## config.mk

```make
export PLATFORM = sky130hd
export DESIGN_NAME = isa_ext_ctl
export DESIGN_NICKNAME = d
export VERILOG_FILES = /design/src/rtl/isa_ext_pkg.sv /design/src/rtl/isa_ext_legalize.sv /design/src/rtl/isa_epc_reg.sv /design/src/rtl/isa_hyp_gate.sv /design/src/rtl/isa_ext_ctl.sv
export SDC_FILE = /design/constraint.sdc
export NUM_CORES = 1
export LEC_CHECK = 0
export BUFFER_PORTS_ARGS = -buffer_cell sky130_fd_sc_hd__clkbuf_2
export CORE_MARGIN = 2
export CORE_UTILIZATION = 35
export CTS_BUF_LIST = sky130_fd_sc_hd__clkbuf_4 sky130_fd_sc_hd__clkbuf_8 sky130_fd_sc_hd__clkbuf_16
export CTS_CLUSTER_SIZE = 30
export DETAILED_ROUTE_END_ITERATION = 7
export PLACE_DENSITY = 0.68
export SKIP_CTS_REPAIR_TIMING = 1
export SYNTH_ARGS = -nofsm -noshare
export SYNTH_HDL_FRONTEND = slang
export SYNTH_SLANG_ARGS = --single-unit
```

## constraint.sdc

```tcl
create_clock -name clk_i -period 2.7 [get_ports clk_i]
set_clock_uncertainty 0.15 [all_clocks]
set_input_delay 0.405 -clock clk_i [delete_from_list [all_inputs] [get_ports clk_i]]
set_output_delay 0.405 -clock clk_i [all_outputs]
set_load 0.005 [all_outputs]
```

## src/rtl/isa_ext_pkg.sv

```systemverilog
`timescale 1ns/1ps
package isa_ext_pkg;
  localparam int unsigned EXT_W = 26;
  localparam int unsigned EXT_C = 2;
  localparam int unsigned EXT_E = 4;
  localparam int unsigned EXT_H = 7;
  localparam int unsigned EXT_I = 8;

  function automatic logic [1:0] mxl_code(input int unsigned xlen);
    if (xlen == 64) return 2'd2;
    else if (xlen == 128) return 2'd3;
    else return 2'd1;
  endfunction

  function automatic logic [EXT_W-1:0] reset_ext(input logic [EXT_W-1:0] sup);
    logic [EXT_W-1:0] r;
    r = sup;
    if (sup[EXT_I]) r[EXT_E] = 1'b0;
    return r;
  endfunction
endpackage

```

## src/rtl/isa_ext_legalize.sv

```systemverilog
`timescale 1ns/1ps
module isa_ext_legalize
  import isa_ext_pkg::*;
#(
  parameter logic [EXT_W-1:0] SUPPORTED = 26'h1411B5
) (
  input  logic [EXT_W-1:0] cur_i,
  input  logic [EXT_W-1:0] wr_i,
  input  logic             misalign_i,
  output logic [EXT_W-1:0] nxt_o
);
  always_comb begin
    nxt_o = wr_i & SUPPORTED;
    // base set: I wins, E alone allowed, none keeps previous
    if (nxt_o[EXT_I]) begin
      nxt_o[EXT_E] = 1'b0;
    end else if (!nxt_o[EXT_E]) begin
      nxt_o[EXT_I] = cur_i[EXT_I];
      nxt_o[EXT_E] = cur_i[EXT_E];
    end
    // dropping C with a half-word aligned next pc is refused
    if (cur_i[EXT_C] && !nxt_o[EXT_C] && misalign_i) nxt_o[EXT_C] = 1'b1;
  end
endmodule

```

## src/rtl/isa_epc_reg.sv

```systemverilog
`timescale 1ns/1ps
module isa_epc_reg #(
  parameter int unsigned XLEN = 32
) (
  input  logic            clk_i,
  input  logic            rst_ni,
  input  logic            we_i,
  input  logic [XLEN-1:1] wdata_i,
  input  logic            c_en_i,
  output logic [XLEN-1:0] rdata_o
);
  logic [XLEN-1:1] epc_q;

  always_ff @(posedge clk_i or negedge rst_ni) begin
    if (!rst_ni) epc_q <= '0;
    else if (we_i) epc_q <= wdata_i;
  end

  // bit 1 hidden on read only; the flop keeps it
  assign rdata_o = {epc_q[XLEN-1:2], epc_q[1] & c_en_i, 1'b0};
endmodule

```

## src/rtl/isa_hyp_gate.sv

```systemverilog
`timescale 1ns/1ps
module isa_hyp_gate (
  input  logic h_en_i,
  input  logic hyp_access_i,
  output logic illegal_o
);
  assign illegal_o = hyp_access_i & ~h_en_i;
endmodule

```

## src/rtl/isa_ext_ctl.sv

```systemverilog
`timescale 1ns/1ps
module isa_ext_ctl
  import isa_ext_pkg::*;
#(
  parameter int unsigned      XLEN      = 32,
  parameter logic [EXT_W-1:0] SUPPORTED = 26'h1411B5,
  parameter logic [11:0]      ISA_ADDR  = 12'h301,
  parameter logic [11:0]      EPC_ADDR  = 12'h341
) (
  input  logic             clk_i,
  input  logic             rst_ni,
  input  logic [11:0]      csr_addr_i,
  input  logic             csr_we_i,
  input  logic [XLEN-1:0]  csr_wdata_i,
  output logic [XLEN-1:0]  csr_rdata_o,
  input  logic [XLEN-1:0]  next_pc_i,
  input  logic             hyp_access_i,
  output logic [EXT_W-1:0] ext_en_o,
  output logic             illegal_o
);
  localparam logic [1:0]       MXL     = mxl_code(XLEN);
  localparam logic [EXT_W-1:0] EXT_RST = reset_ext(SUPPORTED);

  logic [EXT_W-1:0] ext_q, ext_nxt;
  logic [XLEN-1:0]  isa_rd, epc_rd;
  logic             isa_sel, epc_sel;
  logic             unused_in;

  assign isa_sel   = csr_addr_i == ISA_ADDR;
  assign epc_sel   = csr_addr_i == EPC_ADDR;
  assign unused_in = ^{csr_wdata_i[XLEN-1:EXT_W], next_pc_i[XLEN-1:2], next_pc_i[0]};

  isa_ext_legalize #(.SUPPORTED(SUPPORTED)) u_legal (
    .cur_i      (ext_q),
    .wr_i       (csr_wdata_i[EXT_W-1:0]),
    .misalign_i (next_pc_i[1]),
    .nxt_o      (ext_nxt)
  );

  always_ff @(posedge clk_i or negedge rst_ni) begin
    if (!rst_ni) ext_q <= EXT_RST;
    else if (csr_we_i && isa_sel) ext_q <= ext_nxt;
  end

  isa_epc_reg #(.XLEN(XLEN)) u_epc (
    .clk_i   (clk_i),
    .rst_ni  (rst_ni),
    .we_i    (csr_we_i && epc_sel),
    .wdata_i (csr_wdata_i[XLEN-1:1]),
    .c_en_i  (ext_q[EXT_C]),
    .rdata_o (epc_rd)
  );

  isa_hyp_gate u_hyp (
    .h_en_i       (ext_q[EXT_H]),
    .hyp_access_i (hyp_access_i),
    .illegal_o    (illegal_o)
  );

  always_comb begin
    isa_rd = '0;
    isa_rd[XLEN-1 -: 2] = MXL;
    isa_rd[EXT_W-1:0]   = ext_q;
  end

  always_comb begin
    if (isa_sel)      csr_rdata_o = isa_rd;
    else if (epc_sel) csr_rdata_o = epc_rd;
    else              csr_rdata_o = '0;
  end

  assign ext_en_o = ext_q;
endmodule

```

# Word-level counts from Yosys, hierarchy flattened
# Index checks and enable logic that the tools add are counted.
# totals
register_bits	40
latch_bits	0
ramBits	0
rom_bits	0
in_bits	80
out_inout_bits	59
memories	0
# classes
addsub	0
multipliers	0
n_div	0
order_cmp	0
eq_ne	2
shifts	0
muxes	7
n_bitwise	3
reduce_logical	7
# op_table
cell	count
32-bit two-way mux	2
12-bit by 10-bit == test with 1-bit output (second input constant)	2
1-bit two-way mux	5
1-bit logical AND	4
1-bit bitwise AND	2
2-bit AND reduction	1
2-bit nonzero test	1
1-bit zero test	1
1-bit inverter	1

# Logic depth before layout (Yosys ltp)
# logic_depth
depth_word	4
mapped_depth	5
depth_no_buf	4

# Cells and area by module
# From an unflattened synthesis, not the netlist that was laid out.
# unflattened
cells_unflattened	257
area_unflattened_um2	3134.3
# modules_own_cells
mod	n_inst	cells_each	area_each_um2	seq_area_each_um2
isa_ext_ctl	1	129	1516.5	660.6
isa_epc_reg	1	98	1401.3	775.7
isa_ext_legalize	1	29	202.7	0.0
isa_hyp_gate	1	1	13.8	0.0

# Worst setup path before layout
# Ideal clock, no wire load.
# synth_path
path_kind	input to output
start	in csr_addr_i[5]
end	out csr_rdata_o[10]
arrival_ps	1402
required_ps	2145
slack_ps	743
path_stages	5
path_cell_list	nor4b_4 -> buf_6 -> and3_1 -> clkbuf_2 -> and2_1
# synth_via
elab_chain_cells	3
# synth_lines
element	line	source
start, declared	isa_ext_ctl.sv:12	input logic [11:0] csr_addr_i,
12-bit by 10-bit == test with 1-bit output	isa_ext_ctl.sv:30	assign epc_sel = csr_addr_i == EPC_ADDR;
32-bit two-way mux	isa_ext_ctl.sv:68	else if (epc_sel) csr_rdata_o = epc_rd;
32-bit two-way mux *	isa_ext_ctl.sv:67	if (isa_sel) csr_rdata_o = isa_rd;
end, declared	isa_ext_ctl.sv:15	output logic [XLEN-1:0] csr_rdata_o,
# Every way passes the cells marked *; elsewhere a longest branch is shown, timed or not.

# Worst setup path in the final report
# layout_path
start	in csr_addr_i[3]
end	out csr_rdata_o[1]
# Same word-level chain as after synthesis.

==> flow_summary.json <==
{
  "end_kind": "primary output",
  "fmax_mhz": 449.3,
  "ioPinCount": 139,
  "fin_crit_ns": 2.226,
  "cts.clk_slew.worst_paths_ns": 0.08,
  "antenna_found_initial": 0,
  "wl_per_cell_um": 13.26,
  "final_cell_area_um2": 2739,
  "finalCritPeriodShare_pct": 82.43,
  "core_area_um2": 5921,
  "track_usage_pct": 13.57,
  "die_area_um2": 6777,
  "max_slew_margin_pct": 33.48,
  "syn_area_um2": 2147,
  "placed_cells": 334,
  "syn_to_final_growth_pct": 27.56,
  "layout.nets": 346,
  "arrival_ns": 1.67,
  "yosys_register_bits": 40,
  "required_ns": 2.14,
  "min_path_type": "input port to asynchronous set/reset pin",
  "peakVddDrop_mv": 0.2902,
  "cts_buffers": 5,
  "fin_hold_ws_ns": 0.1236,
  "place_ws_ns": 0.4559,
  "utilization_pct": 46.26,
  "cts-root-buf": "clkbuf_8",
  "overflow": 0,
  "yosys_warnings": 0,
  "rsz0062_at_grt": "no",
  "synth_seq_area_share_pct": 47.09,
  "p_per_area_nw_per_um2": 491.9,
  "met2_length_mm": 2.097,
  "clockBufferDepth": 2,
  "hold_viol": 0,
  "drive_above_1_share_pct": 54.31,
  "die_h_um": 82.32,
  "stdcell_count": 342,
  "syn_avg_cell_area_um2": 12.20,
  "power_mw": 1.347,
  "first_global_vias": 1394,
  "portBuffers": 90,
  "path_max_fanout": 22,
  "met3_wirelength_um": 374,
  "antenna_cells": 0,
  "start_kind": "input port",
  "num_rows": 28,
  "maxSlewViolCount": 0,
  "leakage_nw": 1.555,
  "synth_cell_types": 26,
  "setup_viol": 0,
  "postRouteAntennaNets": 0,
  "cts_num_sinks": 40,
  "drtPass1Iterations": 4,
  "placed_cell_area_um2": 2580,
  "status": "finished clean",
  "wl_met1_mm": 2.052,
  "synth_cells": 176,
  "multi_input_area_um2": 994.7,
  "routed_wl_mm": 4.534,
  "top_layer": "met4",
  "fillerInstances": 559,
  "maxCapViolations": 0,
  "tns_ns": 0,
  "worst_pin_slew_ns": 0.9978,
  "final_common_cell": "clkbuf_2",
  "grt_pass1_wl_mm": 6.851,
  "cts_htree_levels": 2,
  "grt_max_degree": 41,
  "die_x_um": 82.32,
  "cts_tree": "yes",
  "drcViolationCount": 0,
  "layout_common_cells": "clkbuf_2 (90), dfrtp_1 (32), mux2_4 (30), nand2_1 (22), and2_1 (21)",
  "globalplace.congestion": 0.7031,
  "vias": 1541,
  "crit_type": "input port to primary output",
  "hpwlAfterDp_mm": 3.216,
  "clock_latency_ns": 0.29,
  "avgViaCountPerCell": 4.506,
  "first_iter_violations": 37,
  "reg2reg_from": "ext_en_o[8]",
  "regArea_um2": 1011,
  "crit_start": "csr_addr_i[3]",
  "timing.final.ws_setup_ns": 0.4744,
  "start_util_pct": 36.26
}
## report_power, final
| group | internal, mW | total, mW | switching [mW] |
|---|---|---|---|
| logic | 0.0336 | 0.0732 | 0.0396 |
| registers | 0.602 | 0.604 | 0.00153 |
| clock network | 0.462 | 0.670 | 0.208 |
| total | 1.10 | 1.35 | 0.249 |
## synthesized netlist by cell type, drive strengths merged
master,number,area share (%)
dfrtp,32,37
mux2,31,22
buf,26,9.4
nand2,22,3.8
and2,21,6.1
nor2,10,1.7
a22oi,8,2.8
dfstp,8,9.8
a21oi,3,0.70
and3,2,0.58
nand4,2,1.3
nor4,2,1.3
a21boi,1,0.35
a21o,1,0.35
and4,1,0.41
and4b,1,0.47
clkbuf,1,0.23
conb,1,0.17
nor2b,1,0.29
nor4b,1,1.1
o21ai,1,0.23
## worst paths after layout
check / end / slack, ns / cells after the start
worst max-delay path: csr_rdata_o[1] / 0.47 / 6
worst min register to register: ext_en_o[0] / 0.32 / 2
max in group asynchronous: ext_en_o[4] / 1.66 / 1
worst max register to register: ext_en_o[8] / 1.67 / 2
worst min-delay path: u_epc.epc_q[18] / 0.12 / 1
min in group clk_i: ext_en_o[0] / 0.14 / 3
## worst max-delay path, stage by stage
cell,delay (ns)
clkbuf_2,0.10
nor4_4,0.43
and3_1,0.22
buf_4,0.23
and3_1,0.18
clkbuf_2,0.10
## final cells by class
class | count | share of cell area, %
sequential | 40 | 36.91
multi-input combinational | 125 | 36.32
tap | 75 | 3.426
clock buffer | 5 | 2.513
clock inverter | 3 | 3.289
timing repair buffer | 94 | 17.54
## kinds of logic after synthesis
kind of cell	share of synthesized area (%)
AND/OR/NAND/NOR	17.13
flip-flops	47.09
buffers and inverters	9.673
multiplexers	21.50
other	0.1747
AO/OA/AOI/OAI	4.429
## sequential cells by signal (all words and copies together), names as in the netlist
signal	count
ext_en_o	9
u_epc.epc_q	31
## per-layer routing
layer,GRT usage (%),vias to the layer above
li1,-,738
met3,5.000,2
met5,0,-
met2,20.65,67
met4,3.167,0
met1,18.39,734
Note: power is estimated with default switching activity, not from simulation.
